[src/rtl/cblk_pkg.sv]
package cblk_pkg;
  localparam int unsigned STAT_W   = 32;
  localparam int unsigned COND_W   = 4;
  localparam int unsigned COND_LO  = 12;
  localparam int unsigned MASK_N   = 5;
  // Bit positions of the step mask, most significant first.
  localparam int unsigned MASK_POS [MASK_N] = '{12, 11, 10, 26, 25};
  // Bits an advance may touch: 15:10 and 26:25.
  localparam logic [STAT_W-1:0] STATE_BITS = 32'h0600_FC00;

  typedef logic [MASK_N-1:0] mask_t;
  typedef logic [COND_W-1:0] cond_t;
endpackage

[src/rtl/cblk_field_view.sv]
module cblk_field_view
  import cblk_pkg::*;
#(
  parameter int unsigned W = STAT_W
) (
  input  logic [W-1:0] word_i,
  output mask_t        mask_o,
  output cond_t        cond_o,
  output logic         active_o
);
  localparam int unsigned COND_HI = COND_LO + COND_W - 1;

  for (genvar g = 0; g < MASK_N; g++) begin : g_gather
    assign mask_o[MASK_N-1-g] = word_i[MASK_POS[g]];
  end

  assign cond_o   = word_i[COND_HI:COND_LO];
  // Only the four low mask bits say whether a block is running.
  assign active_o = |mask_o[MASK_N-2:0];
endmodule

[src/rtl/cblk_step_logic.sv]
module cblk_step_logic
  import cblk_pkg::*;
#(
  parameter int unsigned W = STAT_W
) (
  input  logic [W-1:0] word_i,
  input  mask_t        mask_i,
  output logic [W-1:0] next_o
);
  localparam int unsigned COND_HI = COND_LO + COND_W - 1;

  mask_t shifted;
  assign shifted = {mask_i[MASK_N-2:0], 1'b0};

  always_comb begin
    next_o = word_i;
    if (mask_i[MASK_N-2:0] != '0) begin
      for (int i = 0; i < MASK_N; i++) begin
        next_o[MASK_POS[i]] = shifted[MASK_N-1-i];
      end
      if (shifted[MASK_N-2:0] == '0) begin
        next_o[COND_HI:COND_LO] = '0;
      end
    end
  end
endmodule

[src/rtl/cblk_state_reg.sv]
module cblk_state_reg #(
  parameter int unsigned W = cblk_pkg::STAT_W
) (
  input  logic         clk,
  input  logic         rst,
  input  logic         load_i,
  input  logic         adv_i,
  input  logic [W-1:0] load_word_i,
  input  logic [W-1:0] step_word_i,
  output logic [W-1:0] q_o
);
  always_ff @(posedge clk) begin
    if (rst) begin
      q_o <= '0;
    end else if (load_i) begin
      q_o <= load_word_i;
    end else if (adv_i) begin
      q_o <= step_word_i;
    end
  end
endmodule

[src/rtl/cblk_state_advancer.sv]
module cblk_state_advancer
  import cblk_pkg::*;
#(
  parameter int unsigned W = STAT_W
) (
  input  logic         clk,
  input  logic         rst,
  input  logic         adv_i,
  input  logic         load_i,
  input  logic [W-1:0] load_word_i,
  output logic [W-1:0] status_o,
  output logic         active_o,
  output logic [3:0]   cond_o
);
  logic [W-1:0] word_q;
  logic [W-1:0] word_nx;
  mask_t        mask;

  cblk_field_view #(.W(W)) view_i (
    .word_i   (word_q),
    .mask_o   (mask),
    .cond_o   (cond_o),
    .active_o (active_o)
  );

  cblk_step_logic #(.W(W)) step_i (
    .word_i (word_q),
    .mask_i (mask),
    .next_o (word_nx)
  );

  cblk_state_reg #(.W(W)) reg_i (
    .clk         (clk),
    .rst         (rst),
    .load_i      (load_i),
    .adv_i       (adv_i),
    .load_word_i (load_word_i),
    .step_word_i (word_nx),
    .q_o         (word_q)
  );

  assign status_o = word_q;
endmodule

[config.mk]
export PLATFORM = sky130hd
export DESIGN_NAME = cblk_state_advancer
export DESIGN_NICKNAME = d
export VERILOG_FILES = /design/src/rtl/cblk_pkg.sv /design/src/rtl/cblk_field_view.sv /design/src/rtl/cblk_step_logic.sv /design/src/rtl/cblk_state_reg.sv /design/src/rtl/cblk_state_advancer.sv
export SDC_FILE = /design/constraint.sdc
export NUM_CORES = 1
export LEC_CHECK = 0
export BUFFER_PORTS_ARGS = -buffer_cell sky130_fd_sc_hd__buf_4
export CAP_MARGIN = 5
export CORE_MARGIN = 8
export CORE_UTILIZATION = 35
export DETAILED_ROUTE_END_ITERATION = 8
export GPL_TIMING_DRIVEN = 0
export PLACE_DENSITY = 0.69
export SETUP_SLACK_MARGIN = 0.4
export SLEW_MARGIN = 20
export SYNTH_ARGS = -nofsm -noshare
export SYNTH_HDL_FRONTEND = slang
export SYNTH_HIERARCHICAL = 1
export SYNTH_SLANG_ARGS = --single-unit
[constraint.sdc]
create_clock -name clk -period 1.2 [get_ports clk]
set_clock_uncertainty 0.1 [all_clocks]
set_input_delay 0.12 -clock clk [delete_from_list [all_inputs] [get_ports clk]]
set_output_delay 0.12 -clock clk [all_outputs]
set_load 0.02 [all_outputs]
Word level (Yosys, flattened, before mapping) --
Index checks and enable logic that the tools add are counted.
Word-level totals: register bits after elaboration 32, input bits 36, output and inout port bits 37, word-level logic and storage cells 16
Operators by class: multiplexer cells 5, reductions and logical operators 8
Operators with widths (number):
- $mux 32 | 1
- $mux 27 | 1
- $mux 6 | 1
- $reduce_bool 2->1 | 3
- $logic_not 4->1 | 1
- $mux 4 | 1
- $reduce_bool 4->1 | 1
- $reduce_or 4->1 | 1
- $reduce_and 3->1 | 1
- $mux 2 | 1
- $reduce_and 2->1 | 1

Longest topological paths before layout --
Gate-level depths: netlist of the first run.
word-level depth 5, gate-level depth with buffers 5, depth with buffers taken out 4

By module --
Netlist of the first run, hierarchy kept.
By module, submodules not included:
- cblk_state_reg | times used 1, cells an instance 142, area each 1510.2 µm², sequential area each 640.6 µm²
- cblk_step_logic | times used 1, cells an instance 40, area each 286.5 µm², sequential area each 0.0 µm²
- cblk_field_view | times used 1, cells an instance 10, area each 75.1 µm², sequential area each 0.0 µm²

Least setup slack after synthesis of the first run --
No wires, ideal clock.
path kind register to register, start register reg_i.q_o[25], end register reg_i.q_o[12], setup time 0.086 ns, data arrival time 1.244 ns, data required time 1.014 ns, slack -0.229 ns, cell stages (with the launch flop) 6, path buffers 1, period minus slack after synthesis 1.429 ns, cells stage by stage dfxtp_1 buf_4 nor3_1 mux2i_1 mux2i_1 a211oi_1
Between the ends: longest elaborated chain between the ends 5, elaborated cells on any way between the ends 8, those cells by class 4 x mux; 4 x reduce/logical
RTL lines:
- from (decl) | line cblk_state_reg.sv:10 | output logic [W-1:0] q_o
- from (signal assigned) | line cblk_state_reg.sv:16 | q_o <= load_word_i;
- from (signal assigned) | line cblk_state_reg.sv:18 | q_o <= step_word_i;
- $logic_not 4->1 | line cblk_step_logic.sv:21 | if (shifted[MASK_N-2:0] == '0) begin
- $mux 4 | line cblk_step_logic.sv:21
- $mux 6 | line cblk_step_logic.sv:17 | if (mask_i[MASK_N-2:0] != '0) begin
- via word_nx[12] | line cblk_state_advancer.sv:16 | logic [W-1:0] word_nx;
- $mux 27 | line cblk_state_reg.sv:17 | end else if (adv_i) begin
- $mux 32 | line cblk_state_reg.sv:15 | end else if (load_i) begin
The timed path passes the listed nets, and every way through them passes these cells. The select of a mux whose other input is x is not followed. A chain may end at the register's enable or synchronous reset.

Final worst setup path of the first run --
start register reg_i.q_o[25], end output port active_o
Between the ends: longest elaborated chain between the ends 1
RTL lines:
- $reduce_or 4->1 | line cblk_field_view.sv:19 | assign active_o = |mask_o[MASK_N-2:0];
- to (decl) | line cblk_state_advancer.sv:12 | output logic active_o,
No other way between the ends.

==> results.json, run 1 <==
{
  "htree_levels": 2,
  "crit_slowest_cell": "or4_4",
  "reg_top3": "reg_i/q_o: 32 flops",
  "setup_viol": 9,
  "stdcell_area_um2": 3090,
  "num_antenna_cells": 0,
  "cts_tree": "yes",
  "synth.avg_cell_area_um2": 9.76,
  "dp_hpwl_um": 3490,
  "dp_slack_ps": -195,
  "dieArea_um2": 7920,
  "worst-setup-path-type": "reg -> out",
  "hold_violations": 2,
  "via_per_inst": 4.61,
  "final_common_cell": "buf_6",
  "fmax_mhz": 658,
  "cts-root-buf": "clkbuf_8",
  "tightest_slew_ps": 548,
  "clkTransAtPathRegs_ps": 70,
  "nNetsFinal": 312,
  "syn-num-nets": 227,
  "cap_viol_max_count": 0,
  "die_width_um": 89.0,
  "fp-row-count": 26,
  "die_y_um": 89.0,
  "gp_congestion": 0.736,
  "layoutNonFillerInstCount": 347,
  "crit_required_ps": 980,
  "grt_usage_pct": 12.4,
  "leakagePower_nw": 1.35,
  "violations": "hold timing, setup timing",
  "use_met1_pct": 14.4,
  "r2r_slack_ps": -240,
  "worstPathArrival_ps": 1300,
  "final_cell_mix": "buf_6 (72), buf_4 (38), nor2b_1 (35)",
  "start_util_pct": 36.3,
  "setup_slack_ps": -321,
  "crit_chain": "or4_4 > buf_6",
  "netlist_instances": 191,
  "area_delta_synth_final_pct": 65.8,
  "dr.pass1.iters": 6,
  "status": "finished with violations",
  "via_count": 1600,
  "antenna_found_initial": 0,
  "finalWirelength_um": 4890,
  "antenna_left": 0,
  "overflow": 0,
  "cp_max_fo": 2,
  "use_met3_pct": 4.96,
  "grt_pass1_vias": 1679,
  "cts.sinks": 32,
  "place_inst": 332,
  "gr-max-usage-layer": "met2",
  "yosys_warnings": 6,
  "drcViolationCount": 0,
  "grt_max_degree": 11,
  "drive_gt1_share_pct": 61.4,
  "post-route-period-util_pct": 127,
  "ios": 73,
  "whs_ps": -70.7,
  "core_region_area_um2": 5140,
  "slew_headroom_pct": 63.5,
  "largest_reg_flops": 32,
  "dpl_cell_area_um2": 2730,
  "startpoint_type": "flop",
  "end_kind": "output pin",
  "grt_setup_unrepaired": "yes",
  "synthesis.area_um2": 1860,
  "clock_latency_ps": 280,
  "drv_slew": 0,
  "met2_usage_pct": 20.7,
  "finalWorstPathRequiredPeriod_ps": 1520,
  "ir_drop_mv": 0.519,
  "hold_class": "in -> reg",
  "slowest_delay_ps": 530,
  "clock_path_buffers": 2,
  "routedWlPerCell_um": 14.1,
  "fin_tns_setup_ps": -1560,
  "grt_pass1_wl_um": 7680,
  "cts_made_buffers": 5,
  "power.density_nw_per_um2": 971,
  "largest-register": "reg_i/q_o",
  "drt_iter0_drc": 33,
  "port_buffers": 71
}
## cell type report
cell class,instances,area [um^2]
well taps,70,87.6
clock buffers,5,68.8
repair buffers,78,736
multi-input cells,110,940
flip-flops and latches,32,758
fillers,467,2050
plain buffers,45,472
inverters,4,15.0
clock inverters,3,13.8
## final timing paths
check                                    from             to  cells past startpoint
worst min register to register   reg_i/q_o[7]   reg_i/q_o[7]                      2
worst min-delay path                      rst  reg_i/q_o[29]                      2
worst max register to register  reg_i/q_o[25]  reg_i/q_o[14]                      6
worst max-delay path            reg_i/q_o[25]       active_o                      2
## power breakdown
| group | leakage [nW] | total, mW | switching, mW | internal [mW] |
|---|---|---|---|---|
| registers | 0.285 | 1.22 | 0.0883 | 1.13 |
| logic | 1.02 | 0.995 | 0.402 | 0.593 |
| clock network | 0.0453 | 0.784 | 0.391 | 0.393 |
## metrics by stage
step	hold slack, ps	util [%]	total power, mW
after floorplan	83.0	-	1.79
final	-70.7	60.1	3.00
after global routing	-76.3	60.1	3.18
after CTS	-76.1	59.0	3.02
after detailed placement	227	53.1	2.10
after global placement	225	53.1	2.09
## layer usage
layer	part of all wire, %	vias up
met1	42	745
met3	5.8	2
met2	51	38
met5	0	-
met4	0.55	0
li1	-	815
## worst max-delay path, delay by kind of cell, from the launching register on
kind	cells	cell delay, ps
AND/OR/NAND/NOR	1	530
flip-flops	1	350
buffers and inverters	1	150
## repair_timing
item	4_1_cts	5_1_grt
endpoints found under the setup margin	69	69
endpoints found under the hold margin	2	2
buffers inserted	6	1
cloned	0	0
pin swaps	6	3
gates resized for setup	47	15
Note: power is estimated with default switching activity, not from simulation.
==> inputs of run 2 (changes only) <==
--- a/config.mk
+++ b/config.mk
@@ -5,13 +5,14 @@
 export SDC_FILE = /design/constraint.sdc
 export NUM_CORES = 1
 export LEC_CHECK = 0
+export ABC_AREA = 1
 export BUFFER_PORTS_ARGS = -buffer_cell sky130_fd_sc_hd__buf_4
 export CAP_MARGIN = 5
 export CORE_MARGIN = 8
 export CORE_UTILIZATION = 35
 export DETAILED_ROUTE_END_ITERATION = 8
 export GPL_TIMING_DRIVEN = 0
-export PLACE_DENSITY = 0.69
+export PLACE_DENSITY = 0.68
 export SETUP_SLACK_MARGIN = 0.4
 export SLEW_MARGIN = 20
 export SYNTH_ARGS = -nofsm -noshare
==> run 2 against run 1 <==
  * Clock power increased by 1%
  * The run ends with setup timing left
  * First-iteration DRC count increased by 91%
  * Sequential power fell by 3%
  * Via count up 35%
  * Cell count rose by 37%
  * Utilization up 3.3 points
  * Largest cell class unchanged
  * Sequential cell count did not move
  * Largest power group unchanged
  * Worst hold slack gained 98 ps
==> results.json, run 2 <==
{
  "via_per_inst": 4.56,
  "fp-row-count": 27,
  "start_util_pct": 36.2,
  "finalWirelength_um": 5990,
  "netlist_instances": 306,
  "reg2regPathDepth": 9,
  "cts_made_buffers": 5,
  "worst_hold_startpoint": "load_word_i[16]",
  "violations": "setup timing",
  "gr-max-usage-layer": "met2",
  "port_buffers": 70,
  "via_count": 2162,
  "status": "finished with violations",
  "met2_usage_pct": 24.8,
  "reg2reg_from": "reg_i/q_o[26]",
  "overflow": 0,
  "startpoint": "reg_i/q_o[26]",
  "cap_viol_max_count": 0,
  "cts.sinks": 32,
  "antenna_found_initial": 0,
  "clkTransAtPathRegs_ps": 70,
  "use_met1_pct": 16.6,
  "fillers": 483,
  "multi_input_area_um2": 1130,
  "area_delta_synth_final_pct": 75.3,
  "worst-setup-path-type": "reg -> reg",
  "reg_top3": "reg_i/q_o: 32 flops",
  "power.density_nw_per_um2": 840,
  "drive_gt1_share_pct": 60.2,
  "cts-root-buf": "clkbuf_8",
  "synth.avg_cell_area_um2": 6.51,
  "ios": 73,
  "startpoint_type": "flop",
  "num_antenna_cells": 0,
  "cts_tree": "yes",
  "htree_levels": 2,
  "fmax_mhz": 785,
  "slew_headroom_pct": 78.8,
  "hold_class": "in -> reg",
  "setup_viol": 9,
  "ctsHoldBuffers": 0,
  "clock_latency_ps": 280,
  "ff_latch_area_um2": 751,
  "final_util_pct": 63.4,
  "largest_reg_flops": 32,
  "antenna_left": 0,
  "r2r_slack_ps": -70,
  "post-route-period-util_pct": 106,
  "grt_usage_pct": 14.6,
  "synthesis.area_um2": 1990,
  "worstPathArrival_ps": 1360,
  "nNetsFinal": 437,
  "ir_drop_mv": 0.512,
  "end_kind": "flop",
  "gp_congestion": 0.771,
  "crit_required_ps": 1280,
  "dieArea_um2": 8360,
  "grt_max_degree": 11,
  "hold_depth": 5,
  "dp_hpwl_um": 3970,
  "grt_setup_unrepaired": "yes",
  "grt_pass1_wl_um": 10200,
  "drcViolationCount": 0,
  "grt_pass1_vias": 2200,
  "whs_ps": 27.8,
  "die_width_um": 91.4,
  "drt_iter0_drc": 63,
  "syn-num-nets": 342,
  "drv_slew": 0,
  "leakagePower_nw": 1.92,
  "stdcell_area_um2": 3490,
  "setup_slack_ps": -73.4,
  "final_common_cell": "nand2_1",
  "core_region_area_um2": 5510,
  "finalWorstPathRequiredPeriod_ps": 1270,
  "dpl_cell_area_um2": 2840,
  "hold_violations": 0,
  "clock_path_buffers": 2,
  "use_met3_pct": 4.77,
  "tightest_slew_ps": 318,
  "yosys_warnings": 6,
  "die_y_um": 91.4,
  "largest-register": "reg_i/q_o",
  "dr.pass1.iters": 4,
  "routedWlPerCell_um": 12.6,
  "cp_max_fo": 5,
  "final_cell_mix": "nand2_1 (93), buf_6 (78), buf_4 (49)"
}
==> run 2: through the flow <==
stage | setup slack (ps) | instances | setup TNS, ps | total power, mW
after floorplan | -47.1 | 306 | -188 | 1.68
after global placement | -110 | 448 | -556 | 1.96
after detailed placement | -125 | 448 | -634 | 1.96
after CTS | -61.0 | 469 | -409 | 2.92
after global routing | -175 | 474 | -1260 | 3.10
final | -73.4 | 474 | -493 | 2.93
==> run 2: path summary, 6_finish.rpt <==
path	to
setup / recovery	reg_i/q_o[13]
hold / removal	reg_i/q_o[16]
setup reg to reg	reg_i/q_o[13]
hold reg to reg	reg_i/q_o[1]
==> run 2: what timing repair did <==
item / in CTS / in global routing
endpoints found under the setup margin: 69 / 69
cloned: 1 / 0
pin swaps: 23 / 23
gates resized for setup: 80 / 26
endpoints found under the hold margin: 0 / 0
setup buffers: 12 / 5
==> run 2: layout make-up <==
| class | count | area share (%) |
|---|---|---|
| Multi-Input combinational cell | 188 | 32.3 |
| Inverter | 38 | 4.09 |
| Clock buffer | 7 | 2.19 |
| Tap cell | 72 | 2.58 |
| Timing Repair Buffer | 87 | 23.4 |
| Clock inverter | 1 | 0.108 |
| Sequential cell | 32 | 21.5 |
| Buffer | 49 | 13.8 |
==> run 2: power breakdown <==
group | internal, mW | leakage [nW] | total (mW) | switching [mW]
sequential | 1.11 | 0.284 | 1.18 | 0.0736
clock | 0.403 | 0.0399 | 0.792 | 0.389
combinational | 0.511 | 1.59 | 0.960 | 0.449
==> run 2: critical path, cell delays in order (launching register included) <==
cell     delay, ps
dfxtp_4        350
buf_6          120
nor2_4         160
nand2_2        100
nand2_1         70
nand2_1         50
nand3_1         60
nand3_1         70
nand2_1         50
inv_1           30
==> run 2: metal layers <==
metal	share of wire (%)	routed length (um)
met1	43	2560
met2	50	3010
met3	5.6	333
met4	1.4	84
met5	0	0
